==> config.mk <==
export PLATFORM = sky130hd
export DESIGN_NAME = refsel_mode_ctrl
export DESIGN_NICKNAME = d
export VERILOG_FILES = /design/src/rtl/refsel_pkg.sv /design/src/rtl/refsel_wtr.sv /design/src/rtl/refsel_pick.sv /design/src/rtl/refsel_fsm.sv /design/src/rtl/refsel_mode_ctrl.sv
export SDC_FILE = /design/constraint.sdc
export NUM_CORES = 1
export LEC_CHECK = 0
export ABC_AREA = 1
export ABC_CLOCK_PERIOD_IN_PS = 1700
export BUFFER_PORTS_ARGS = -buffer_cell sky130_fd_sc_hd__buf_2
export CAP_MARGIN = 25
export CORE_MARGIN = 1.5
export CORE_UTILIZATION = 55
export DETAILED_ROUTE_END_ITERATION = 16
export MAX_ROUTING_LAYER = met4
export PLACE_DENSITY = 0.78
export SYNTH_ARGS = -nofsm -noshare
export SYNTH_HDL_FRONTEND = slang
export SYNTH_HIERARCHICAL = 1
export SYNTH_SLANG_ARGS = --single-unit
==> constraint.sdc <==
create_clock -name clk -period 1.7 [get_ports clk]
set_input_delay 0.255 -clock clk [delete_from_list [all_inputs] [get_ports clk]]
set_output_delay 0.255 -clock clk [all_outputs]
set_load 0.01 [all_outputs]
==> src/rtl/refsel_pkg.sv <==
package refsel_pkg;
  typedef enum logic [1:0] {
    MODE_FREE = 2'd0,
    MODE_ACQ  = 2'd1,
    MODE_NORM = 2'd2,
    MODE_HOLD = 2'd3
  } mode_e;
endpackage

==> src/rtl/refsel_wtr.sv <==
// Wait-to-restore gate for one reference.
module refsel_wtr #(
  parameter int WTR_W = 8
) (
  input  logic             clk,
  input  logic             rst_n,
  input  logic             qual_i,
  input  logic             tick_i,
  input  logic [WTR_W-1:0] wtr_i,
  output logic             avail_o
);
  logic [WTR_W-1:0] cnt_q, cnt_d;
  logic             cnt_en;

  always_comb begin
    cnt_en = 1'b0;
    cnt_d  = cnt_q;
    if (!qual_i) begin
      cnt_en = 1'b1;
      cnt_d  = wtr_i;
    end else if (tick_i && (cnt_q != '0)) begin
      cnt_en = 1'b1;
      cnt_d  = cnt_q - 1'b1;
    end
  end

  always_ff @(posedge clk or negedge rst_n) begin
    if (!rst_n)      cnt_q <= '0;
    else if (cnt_en) cnt_q <= cnt_d;
  end

  assign avail_o = qual_i && (cnt_q == '0);
endmodule

==> src/rtl/refsel_pick.sv <==
// Picks the strongest available reference: lowest priority value, lower index on ties.
module refsel_pick #(
  parameter int NREF  = 3,
  parameter int PRI_W = 4,
  parameter int IDX_W = 2
) (
  input  logic [NREF-1:0]       avail_i,
  input  logic [NREF*PRI_W-1:0] pri_i,
  output logic [IDX_W-1:0]      best_o,
  output logic                  any_o
);
  logic [PRI_W-1:0] best_pri;

  always_comb begin
    any_o    = 1'b0;
    best_o   = '0;
    best_pri = '1;
    for (int i = 0; i < NREF; i++) begin
      if (avail_i[i] && (!any_o || (pri_i[i*PRI_W +: PRI_W] < best_pri))) begin
        any_o    = 1'b1;
        best_o   = IDX_W'(i);
        best_pri = pri_i[i*PRI_W +: PRI_W];
      end
    end
  end
endmodule

==> src/rtl/refsel_fsm.sv <==
// Mode machine and selected-reference register.
module refsel_fsm
  import refsel_pkg::*;
#(
  parameter int NREF  = 3,
  parameter int IDX_W = 2
) (
  input  logic             clk,
  input  logic             rst_n,
  input  logic [NREF-1:0]  avail_i,
  input  logic [IDX_W-1:0] best_i,
  input  logic             any_i,
  input  logic             lock_i,
  input  logic [NREF-1:0]  rev_en_i,
  input  logic             man_en_i,
  input  logic [1:0]       man_mode_i,
  input  logic [IDX_W-1:0] man_ref_i,
  output mode_e            mode_o,
  output logic [IDX_W-1:0] sel_o,
  output logic             evt_o
);
  localparam logic [IDX_W:0] NREF_L = (IDX_W+1)'(NREF);

  mode_e            mode_q, mode_d;
  logic [IDX_W-1:0] sel_q, sel_d;
  logic             synced_q, synced_d;
  logic             evt_q, evt_d;
  logic             cur_ok;

  always_comb begin
    mode_d = mode_q;
    sel_d  = sel_q;
    cur_ok = avail_i[sel_q];
    if (man_en_i) begin
      mode_d = mode_e'(man_mode_i);
      if ({1'b0, man_ref_i} < NREF_L) sel_d = man_ref_i;
    end else begin
      unique case (mode_q)
        MODE_FREE, MODE_HOLD: begin
          if (any_i) begin
            mode_d = MODE_ACQ;
            sel_d  = best_i;
          end
        end
        default: begin
          if (!cur_ok) begin
            if (any_i) begin
              mode_d = MODE_ACQ;
              sel_d  = best_i;
            end else begin
              mode_d = synced_q ? MODE_HOLD : MODE_FREE;
            end
          end else if ((best_i != sel_q) && rev_en_i[best_i]) begin
            mode_d = MODE_ACQ;
            sel_d  = best_i;
          end else if ((mode_q == MODE_ACQ) && lock_i) begin
            mode_d = MODE_NORM;
          end
        end
      endcase
    end
    synced_d = synced_q || (mode_d == MODE_NORM);
    evt_d    = (mode_d != mode_q);
  end

  always_ff @(posedge clk or negedge rst_n) begin
    if (!rst_n) begin
      mode_q   <= MODE_FREE;
      sel_q    <= '0;
      synced_q <= 1'b0;
      evt_q    <= 1'b0;
    end else begin
      mode_q   <= mode_d;
      sel_q    <= sel_d;
      synced_q <= synced_d;
      evt_q    <= evt_d;
    end
  end

  assign mode_o = mode_q;
  assign sel_o  = sel_q;
  assign evt_o  = evt_q;
endmodule

==> src/rtl/refsel_mode_ctrl.sv <==
module refsel_mode_ctrl
  import refsel_pkg::*;
#(
  parameter int NREF  = 3,
  parameter int PRI_W = 4,
  parameter int WTR_W = 8,
  parameter int IDX_W = (NREF > 1) ? $clog2(NREF) : 1
) (
  input  logic                  clk,
  input  logic                  rst_n,
  input  logic [NREF-1:0]       qual_i,
  input  logic                  lock_i,
  input  logic                  tick_i,
  input  logic                  man_en_i,
  input  logic [1:0]            man_mode_i,
  input  logic [IDX_W-1:0]      man_ref_i,
  input  logic [NREF*PRI_W-1:0] pri_i,
  input  logic [NREF-1:0]       rev_en_i,
  input  logic [WTR_W-1:0]      wtr_i,
  output logic [IDX_W-1:0]      sel_ref_o,
  output logic [1:0]            mode_o,
  output logic                  lock_o,
  output logic                  hold_o,
  output logic                  mode_evt_o
);
  logic [1:0]       rst_sync_q;
  logic             rst_ok;
  logic [NREF-1:0]  avail;
  logic [IDX_W-1:0] best;
  logic             any_avail;
  mode_e            mode;

  always_ff @(posedge clk or negedge rst_n) begin
    if (!rst_n) rst_sync_q <= 2'b00;
    else        rst_sync_q <= {rst_sync_q[0], 1'b1};
  end
  assign rst_ok = rst_sync_q[1];

  for (genvar g = 0; g < NREF; g++) begin : g_wtr
    refsel_wtr #(.WTR_W(WTR_W)) u_wtr (
      .clk    (clk),
      .rst_n  (rst_ok),
      .qual_i (qual_i[g]),
      .tick_i (tick_i),
      .wtr_i  (wtr_i),
      .avail_o(avail[g])
    );
  end

  refsel_pick #(.NREF(NREF), .PRI_W(PRI_W), .IDX_W(IDX_W)) u_pick (
    .avail_i(avail),
    .pri_i  (pri_i),
    .best_o (best),
    .any_o  (any_avail)
  );

  refsel_fsm #(.NREF(NREF), .IDX_W(IDX_W)) u_fsm (
    .clk       (clk),
    .rst_n     (rst_ok),
    .avail_i   (avail),
    .best_i    (best),
    .any_i     (any_avail),
    .lock_i    (lock_i),
    .rev_en_i  (rev_en_i),
    .man_en_i  (man_en_i),
    .man_mode_i(man_mode_i),
    .man_ref_i (man_ref_i),
    .mode_o    (mode),
    .sel_o     (sel_ref_o),
    .evt_o     (mode_evt_o)
  );

  assign mode_o = mode;
  assign lock_o = (mode == MODE_NORM);
  assign hold_o = (mode == MODE_HOLD);
endmodule

==> reports/qor.txt <==
root buf cell -> clkbuf_8
sequential share of the synthesized area -> 30.13%
#FFs+latches synth -> 32
final wirelength -> 6.590 mm
final setup vio count -> 6
router iterations before antenna repair -> 4
RSZ-0062 raised after global routing -> true
DP HPWL -> 4.980 mm
setup ws final -> -1.874 ns
Synth-to-Final Area Change -> 36.21%
slowest CP cell -> dfrtp_1
Worst-path clk slew -> 0.07 ns
CTS sink count -> 32
Avg Cell Area, Syn -> 6.711 um2
Tot GR Track Use -> 27.81%
Die W -> 72.51 um
Worst Skew -> 0.006816 ns
Die Area -> 5258 um2
Final Cycle Share -> 210.3%
post-synthesis mux area share -> 1.130%
status -> complete, but fails checks
Synth Area in XOR/XNOR -> 1.648%
cts bufs inserted -> 5
Remaining DRCs -> 0
Period minus WS final -> 3.574 ns
FP Rows -> 25
Lkg Pwr -> 1.989 nW
GP Congestion -> 0.8386
I/O Pins -> 42
Final Non-Filler Cells -> 559
CP Class -> reg -> reg
Net count, final -> 549
hold crit path type -> in -> reg
Netlist cell types -> 29
Critical Path RT -> 1.89 ns
Detail Route Antenna Nets -> 0
syn_nets -> 441
hold path depth -> 3
Max rail drop VDD -> 0.0005597 V
total power -> 2.921 mW
vias in the first global route -> 2663
CTS max path bufs -> 2
post-synthesis cell area -> 2658 um2
Post-synth EDFFs -> 0
CTS tree -> built
first-pass GRT wire length -> 11.14 mm
complex-gate fraction of the synthesized area -> 10.73%
Vert. Die Dim -> 72.51 um
# fillers -> 332
core area -> 4692 um2
Synth Area in Simple Gates -> 41.05%
Avg Vias per Cell -> 5.113
Mapped Cells -> 396
grt ovf -> 0
Clk Latency, worst-skew pair -> 0.29 ns
Slew Limit Fails -> 0
Warnings, synthesis -> 6
Vias -> 2858
Synth top area share -> 30.13%
Post-Synth Adder-Cell Area -> 4.708%
# diodes -> 0
worst reg2reg path endpoint -> u_fsm/evt_o$_DFF_PN0_
# H-tree levels -> 2
hold endpoint -> u_fsm/mode_o[0]$_DFF_PN0_
most frequent cells after synthesis -> nand2_1 (136), inv_1 (52), nand3_1 (35), nor2_1 (33), dfrtp_1 (32)
Final Hold Viols -> 0
max incr delay on CP -> 0.39 ns
most frequent CP cell -> nand2_1
IO Port Bufs -> 41
Critical Path Sink Type -> flip-flop
Async SR Flop Fraction -> 100.0%
R2R setup slack -> -1.87 ns
area leader, netlist -> dfrtp_1
PwrDens -> 807.0 nW/um2
Synth Flop Type -> dfrtp_1
Initial DRC Count -> 107
max frequency -> 279.8 MHz
share of cells above drive strength 1 -> 36.04%
crit start category -> flip-flop
initial antenna violation count -> 0
CP max FO -> 7
Initial Util -> 56.64%
largest net degree at the start of global routing -> 31
failing checks -> setup timing
R2R cell count -> 34
top post-synthesis cells by area -> dfrtp_1 (30%), nand2_1 (19%), inv_1 (7.3%)
dominant cell by count in the synthesized netlist -> nand2_1
Worst EP arrival -> 3.76 ns
hold_sp -> man_mode_i[0]
Critical R2R Launch -> g_wtr[0].u_wtr/cnt_q[0]$_DFFE_PN0P_
largest family of logic cells by synthesized area -> simple AND/OR/NAND/NOR gates
Max Cap Viol -> 0
WL per Instance -> 11.79 um
# placed instances -> 541
[cell families (layout without fill, tap and decap cells)]
kind of cell,after synthesis,in the layout
XOR/XNOR,5,5
adder cells (fa/ha/maj),10,10
buffers and inverters,64,173
flip-flops,32,32
other,1,1
AND/OR/NAND/NOR,230,230
AO/OA/AOI/OAI,51,51
multiplexers,3,3
[state kept, by name, summed over array words and instances (netlist names)]
signal             flops
u_fsm/mode_o           2
g_wtr.u_wtr/cnt_q     24
u_fsm/evt_o            1
u_fsm/synced_q         1
u_fsm/sel_o            2
rst_sync_q             2
[placed cells by master, fill, tap and decap left out, drive strengths merged, types with 2 or more instances in the layout]
cell type / instances
xor2: 3
nand2: 147
dfrtp: 32
nor2: 38
mux2i: 3
nand3: 40
buf: 103
clkbuf: 5
ha: 10
or2: 4
inv: 61
a21oi: 11
o21ai: 38
xnor2: 2
[per-stage QoR]
stage	hold WS [ns]	cell area [um2]	setup WS [ns]	setup TNS, ns	util (%)
after CTS	0.2180	3553	-1.833	-10.61	75.73
after detailed placement	0.04701	3347	-1.855	-10.68	71.33
final	0.2311	3620	-1.874	-10.77	77.15
after floorplan	-0.04059	2710	-1.697	-9.536	-
after global routing	0.2523	3620	-2.173	-12.41	77.15
after global placement	0.03974	3347	-1.722	-9.854	71.33
[worst max path at each step]
stage	from	endpoint	slack, ns	cells after the start
finish	g_wtr[0].u_wtr/cnt_q[0]$_DFFE_PN0P_	u_fsm/evt_o$_DFF_PN0_	-1.87	34
CTS	g_wtr[0].u_wtr/cnt_q[0]$_DFFE_PN0P_	u_fsm/evt_o$_DFF_PN0_	-1.83	37
global route	g_wtr[0].u_wtr/cnt_q[3]$_DFFE_PN0P_	u_fsm/evt_o$_DFF_PN0_	-2.17	36
global placement	g_wtr[0].u_wtr/cnt_q[6]$_DFFE_PN0P_	u_fsm/evt_o$_DFF_PN0_	-1.72	38
detailed placement	g_wtr[0].u_wtr/cnt_q[0]$_DFFE_PN0P_	u_fsm/evt_o$_DFF_PN0_	-1.85	33
floorplan	g_wtr[0].u_wtr/cnt_q[0]$_DFFE_PN0P_	u_fsm/evt_o$_DFF_PN0_	-1.70	39
[worst max-delay path: cells and delay by family (launching register included)]
kind            cells  cell delay (ns)
compound gates      4             0.48
fa+ha+maj           3             0.67
buf+inv             4             0.26
flops               1             0.39
simple gates       23             1.66
[power by group]
group	internal (mW)	switching (mW)
logic	0.537	0.673
clock network	0.434	0.310
registers	0.890	0.0772
[layer usage]
layer	vias to the layer above	global-route usage [%]	wire length, um
met5	-	-	0
met4	0	9.853	114
met3	13	4.167	324
met2	76	48.15	3276
met1	1315	32.95	2875
li1	1454	-	-
[cell type report]
class,instances,area [um2],share of cell area (%)
Sequential cell,32,800.8,22.12
Inverter,61,251.5,6.948
Clock inverter,3,42.54,1.175
Timing Repair Buffer,104,684.4,18.91
Multi-Input combinational cell,300,1704,47.08
Clock buffer,5,68.82,1.901
Tap cell,54,67.56,1.867
[timing repair]
item | 4_1_cts | 5_1_grt
gates resized for setup | 10 | 17
hold buffers | 1 | 0
pin swaps | 13 | 25
buffers inserted | 5 | 4
setup endpoints to repair | 6 | 6
hold endpoints to repair | 2 | 0
Power figures use the tool's default switching activity.
